File: src/rtl/rdr_pkg.sv
package rdr_pkg;
  localparam int unsigned NAXES = 3;
  typedef enum logic [1:0] {
    MODE_P2P   = 2'd0,
    MODE_LINE  = 2'd1,
    MODE_PLANE = 2'd2,
    MODE_FULL  = 2'd3
  } bc_mode_e;
endpackage

File: src/rtl/rdr_axis_step.sv
module rdr_axis_step #(
  parameter int unsigned CW = 4
) (
  input  logic [CW-1:0]      own_i,
  input  logic signed [CW:0] off_i,
  input  logic [CW:0]        size_i,
  output logic [CW-1:0]      dst_o,
  output logic               move_o
);
  localparam int unsigned SW = CW + 2;
  logic signed [SW-1:0] sum_s, size_s, wrap_s;

  always_comb begin
    sum_s  = $signed({2'b00, own_i}) + $signed({off_i[CW], off_i});
    size_s = $signed({1'b0, size_i});
    if (sum_s < 0)            wrap_s = sum_s + size_s;
    else if (sum_s >= size_s) wrap_s = sum_s - size_s;
    else                      wrap_s = sum_s;
  end

  assign dst_o  = wrap_s[CW-1:0];
  assign move_o = (off_i != '0);
endmodule

File: src/rtl/rdr_span_decode.sv
module rdr_span_decode
  import rdr_pkg::*;
(
  input  bc_mode_e                 mode_i,
  input  logic [1:0]               axis_sel_i,
  output logic [NAXES-1:0]         span_o
);
  logic [NAXES-1:0] sel_oh;

  always_comb begin
    unique case (axis_sel_i)
      2'd1:    sel_oh = 3'b010;
      2'd2:    sel_oh = 3'b100;
      default: sel_oh = 3'b001;
    endcase
    unique case (mode_i)
      MODE_LINE:  span_o = sel_oh;
      MODE_PLANE: span_o = ~sel_oh;
      MODE_FULL:  span_o = 3'b111;
      default:    span_o = 3'b000;
    endcase
  end
endmodule

File: src/rtl/rdr_rx_match.sv
module rdr_rx_match
  import rdr_pkg::*;
#(
  parameter int unsigned CW = 4
) (
  input  logic [NAXES-1:0][CW-1:0] own_i,
  input  logic [NAXES-1:0][CW-1:0] src_i,
  input  logic [NAXES-1:0]         span_i,
  output logic                     rx_o
);
  logic [NAXES-1:0] eq;

  for (genvar a = 0; a < NAXES; a++) begin : g_eq
    assign eq[a] = (own_i[a] == src_i[a]);
  end

  // axes not spanned must match the source
  assign rx_o = &(span_i | eq);
endmodule

File: src/rtl/rel_dist_router.sv
module rel_dist_router
  import rdr_pkg::*;
#(
  parameter int unsigned CW = 4
) (
  input  logic              clk_i,
  input  logic              rst_ni,
  input  logic              req_valid_i,
  input  logic [1:0]        mode_i,
  input  logic [1:0]        axis_sel_i,
  input  logic signed [CW:0] off_x_i,
  input  logic signed [CW:0] off_y_i,
  input  logic signed [CW:0] off_z_i,
  input  logic [CW-1:0]     own_x_i,
  input  logic [CW-1:0]     own_y_i,
  input  logic [CW-1:0]     own_z_i,
  input  logic [CW-1:0]     src_x_i,
  input  logic [CW-1:0]     src_y_i,
  input  logic [CW-1:0]     src_z_i,
  input  logic [CW:0]       size_x_i,
  input  logic [CW:0]       size_y_i,
  input  logic [CW:0]       size_z_i,
  output logic              valid_o,
  output logic [CW-1:0]     dst_x_o,
  output logic [CW-1:0]     dst_y_o,
  output logic [CW-1:0]     dst_z_o,
  output logic [2:0]        link_en_o,
  output logic              local_o,
  output logic              rx_en_o
);
  bc_mode_e mode;
  assign mode = bc_mode_e'(mode_i);

  logic [NAXES-1:0][CW-1:0] own_a, src_a, p2p_dst;
  logic [NAXES-1:0][CW:0]   off_a, size_a;
  logic [NAXES-1:0]         move, span;
  logic                     bc_rx;

  assign own_a  = {own_z_i, own_y_i, own_x_i};
  assign src_a  = {src_z_i, src_y_i, src_x_i};
  assign off_a  = {off_z_i, off_y_i, off_x_i};
  assign size_a = {size_z_i, size_y_i, size_x_i};

  for (genvar a = 0; a < NAXES; a++) begin : g_axis
    rdr_axis_step #(.CW(CW)) u_step (
      .own_i  (own_a[a]),
      .off_i  ($signed(off_a[a])),
      .size_i (size_a[a]),
      .dst_o  (p2p_dst[a]),
      .move_o (move[a])
    );
  end

  rdr_span_decode u_span (
    .mode_i     (mode),
    .axis_sel_i (axis_sel_i),
    .span_o     (span)
  );

  rdr_rx_match #(.CW(CW)) u_rx (
    .own_i  (own_a),
    .src_i  (src_a),
    .span_i (span),
    .rx_o   (bc_rx)
  );

  logic                     is_p2p;
  logic [NAXES-1:0][CW-1:0] dst_d;
  logic [NAXES-1:0]         link_d;
  logic                     local_d, rx_d;

  always_comb begin
    is_p2p  = (mode == MODE_P2P);
    dst_d   = is_p2p ? p2p_dst : src_a;
    link_d  = is_p2p ? move : span;
    local_d = is_p2p && (move == '0);
    rx_d    = is_p2p ? 1'b1 : bc_rx;
  end

  logic [NAXES-1:0][CW-1:0] dst_q;
  logic [NAXES-1:0]         link_q;
  logic                     valid_q, local_q, rx_q;

  always_ff @(posedge clk_i or negedge rst_ni) begin
    if (!rst_ni) begin
      valid_q <= 1'b0;
      dst_q   <= '0;
      link_q  <= '0;
      local_q <= 1'b0;
      rx_q    <= 1'b0;
    end else begin
      valid_q <= req_valid_i;
      if (req_valid_i) begin
        dst_q   <= dst_d;
        link_q  <= link_d;
        local_q <= local_d;
        rx_q    <= rx_d;
      end
    end
  end

  assign valid_o   = valid_q;
  assign dst_x_o   = dst_q[0];
  assign dst_y_o   = dst_q[1];
  assign dst_z_o   = dst_q[2];
  assign link_en_o = link_q;
  assign local_o   = local_q;
  assign rx_en_o   = rx_q;
endmodule

File: config.mk
export PLATFORM = sky130hd
export DESIGN_NAME = rel_dist_router
export DESIGN_NICKNAME = d
export VERILOG_FILES = /design/src/rtl/rdr_pkg.sv /design/src/rtl/rdr_axis_step.sv /design/src/rtl/rdr_span_decode.sv /design/src/rtl/rdr_rx_match.sv /design/src/rtl/rel_dist_router.sv
export SDC_FILE = /design/constraint.sdc
export NUM_CORES = 1
export LEC_CHECK = 0
export CAP_MARGIN = 30
export CORE_MARGIN = 2
export CORE_UTILIZATION = 40
export CTS_CLUSTER_SIZE = 10
export DETAILED_ROUTE_END_ITERATION = 10
export DONT_BUFFER_PORTS = 1
export GPL_TIMING_DRIVEN = 0
export SETUP_SLACK_MARGIN = 0.2
export SLEW_MARGIN = 20
export SYNTH_ARGS = -nofsm -noshare
export SYNTH_HDL_FRONTEND = slang
export SYNTH_HIERARCHICAL = 1
export SYNTH_SLANG_ARGS = --single-unit
File: constraint.sdc
create_clock -name clk_i -period 0.8 [get_ports clk_i]
set_input_delay 0.04 -clock clk_i [delete_from_list [all_inputs] [get_ports clk_i]]
set_output_delay 0.04 -clock clk_i [all_outputs]
set_load 0.05 [all_outputs]
==> run metrics <==
final antenna-violating net count 0; register area 473 um2; # setup viols final 35; worst hold path type in -> async; Synth Area per Inst 8.77 um2; Die ar. 7540 um2; asr flop ratio synth 100%; Buf/Inv on CP 1; combinational group share of total power 56.0%; pre-CTS setup slack -2.09 ns; setup ws final -1.71 ns; Clock Tree Root clkbuf_8; DR WL/cell 17.0 um; diode count 0; row count 30; Setup Skew 0 ns; area of the multi-input gates 2390 um2; part of the power in the clock network 14.5%; status finished, violations left; number of max-cap violations 0; Initial DRT Pass Iterations 5; Critical Path AT 2.69 ns; CP peak stage delay 0.38 ns; CTS Buf Count 3; depth of the CTS H-tree 1; CP Launch Type input pin; worst-margin pin slew 0.800 ns; largest area contributor in the netlist ha_1; Crit-path slowest cell a211oi_4; post-synthesis net count 421; Slew Viols, Final 0; Clock Latency Late Sink 0.26 ns; dominant cells by area after synthesis ha_1, dfrtp_1, fa_1; share of post-route cells with drive strength above 1 32.6%; num ports 79; Pleak 1.45 nW; gr usage total 19.4%; Synth Flop Type dfrtp_1; largest net degree at the start of global routing 19; CP delay by family, top compound AO/OA/AOI/OAI gates; layout overhead on the synthesized area 23.3%; die width 86.8 um; Placer Congestion 0.842; drt first-iter violations 95; Die Ht 86.8 um; RSZ-0062 raised after global routing true; sw frac 42.3%; Initial Util 40.8%; DRC viols 0; failing checks hold timing, setup timing; Yosys reg bits 18; number of fill cells 610; number of flops mapped to enable cells by yosys 0; Syn Std Cell Area 2740 um2; vias in the first global route 2457; Req. time, crit path 0.98 ns; CP Cell Sequence ha_4 > fa_2 > a21o_1 > a21oi_2 > xnor2_1 > ha_1 > buf_6 > a211oi_4 > mux2_4 > mux2i_1 > or3b_1 > a31oi_1; Ys Warns 6; CP endpoint kind flip-flop; global-route wire length before repair 11700 um; PwrDens 1530 nW/um2; clock buffer depth 2; buffers added on ports 0; Mapped Cells 313; CTS tree built; core area 6720 um2; number of library cell types mapped by synthesis 47; minimum clock period 2.51 ns; Flop pwr share 29.5%; # nets final 450; Peak VDD IR 0.000515 V; Num Clock Sinks 18; Worst slew margin 46.6%; Worst Path Max Fanout 6; final wirelength 7180 um; Int Pwr 2.99 mW; via count 2378; CTS hold repair buffers 2; WS Path Type in -> reg; Hold Fails Final Rpt 31; Yosys top cell area share 17.3%; Net Sw Power 2.20 mW; Tcrit/Tclk final 314%; antenna violations before repair 0; register area share after synthesis 16.4%; fmax 399 MHz; Clk pin slew, worst setup/hold paths 0.07 ns; DP Wirelength 5690 um; Hold WS -0.144 ns; Vias/cell 5.65; total gr overflow 0
[final timing paths]
kind | startpoint | slack (ns) | end | cells past startpoint
max | own_z_i[0] | -1.71 | dst_z_o[1]$_DFFE_PN0P_ | 12
min | rst_ni | -0.14 | dst_x_o[1]$_DFFE_PN0P_ | 1
max reg2reg | local_o$_DFFE_PN0P_ | -0.06 | local_o$_DFFE_PN0P_ | 2
min reg2reg | link_en_o[2]$_DFFE_PN0P_ | 0.71 | link_en_o[2]$_DFFE_PN0P_ | 2
max in group asynchronous | rst_ni | 0.40 | dst_z_o[3]$_DFFE_PN0P_ | 1
min in group clk_i | src_z_i[2] | -0.06 | dst_z_o[2]$_DFFE_PN0P_ | 2
[cell usage in the layout (no fill, tap or decap), types with 8 or more instances in the layout]
cell type	Yosys	routed
nand2b_1	10	10
xnor2_1	16	15
ha_1	38	30
buf_4	1	21
a31oi_1	15	15
nand2_1	13	11
o21ai_1	5	10
nor2_1	27	24
ha_4	0	8
o21ai_0	18	13
or3b_1	16	16
dfrtp_2	0	18
mux2_4	2	8
xor2_1	10	8
inv_1	30	28
[cell families after synthesis]
| logic type | after synthesis | share of synthesized area (%) |
|---|---|---|
| flops | 18 | 16.4 |
| simple gates | 82 | 16.6 |
| fa+ha+maj | 47 | 23.9 |
| compound gates | 87 | 23.6 |
| mux | 13 | 5.38 |
| buf+inv | 40 | 5.79 |
| xor+xnor | 26 | 8.30 |
[timing repair]
item / in CTS / in global routing
endpoints found under the hold margin: 32 / 31
buffers inserted: 20 / 2
resized for setup: 18 / 13
setup endpoints to repair: 35 / 53
pin swaps: 25 / 12
[sequential cells by signal (all words and copies together), names as in the netlist]
signal,cells
valid_o,1
dst_z_o,4
rx_en_o,1
dst_y_o,4
local_o,1
dst_x_o,4
link_en_o,3
[metrics by stage]
stage	utilization [%]	instances	area (um2)	total power [mW]	TNS, ns
finish	50.4	421	3380	5.19	-19.99
global route	50.4	421	3380	5.56	-22.07
CTS	49.4	419	3320	5.08	-22.67
detailed placement	44.8	393	3010	4.00	-23.94
global placement	44.8	393	3010	3.96	-23.52
floorplan	-	313	2910	3.55	-21.13
[power by group through the flow]
| stage | Clock [mW] | Combinational (mW) | Sequential, mW |
|---|---|---|---|
| floorplan | 0 | 2.04 | 1.51 |
| CTS | 0.756 | 2.80 | 1.53 |
| detailed placement | 0 | 2.45 | 1.55 |
| global route | 0.801 | 3.22 | 1.55 |
| finish | 0.754 | 2.90 | 1.53 |
| global placement | 0 | 2.42 | 1.54 |
[area by class of cell]
type	count	share of cell area, %
clock buffers	4	1.63
repair buffers	24	5.77
flip-flops and latches	18	14.0
plain buffers	10	1.37
multi-input cells	255	70.8
well taps	80	2.96
inverters	30	3.55
[worst reg2reg max path, cell delays in order, from the launching register on]
cell and delay, ns:
dfrtp_2 0.54, inv_1 0.10, o32ai_2 0.13
[metal layers]
layer	GRT usage, %	share of wire, %
met4	4.55	1.5
met2	31.7	47
met5	0	0
met1	25.1	43
met3	6.10	8.7
[synth_stat cells (2+ instances only)]
cell	number
mux2_4	2
nor3_1	4
or3_1	2
o21ai_0	18
a21oi_1	12
clkbuf_1	5
dfrtp_1	18
xnor2_1	16
ha_1	38
a21o_1	7
nor2_1	27
xor2_1	10
or3b_1	16
mux2_2	2
a31oi_1	15
a41oi_1	3
mux2i_1	5
o41ai_2	2
and3_2	2
nand2_1	13
o311ai_0	2
o41ai_1	2
nand2b_1	10
fa_1	9
a211o_1	5
o21a_1	2
mux2_1	4
nor2b_1	3
o21ai_1	5
a211oi_2	4
inv_1	30
buf_2	4
a211oi_4	2
Note: power is estimated with default switching activity, not from simulation.
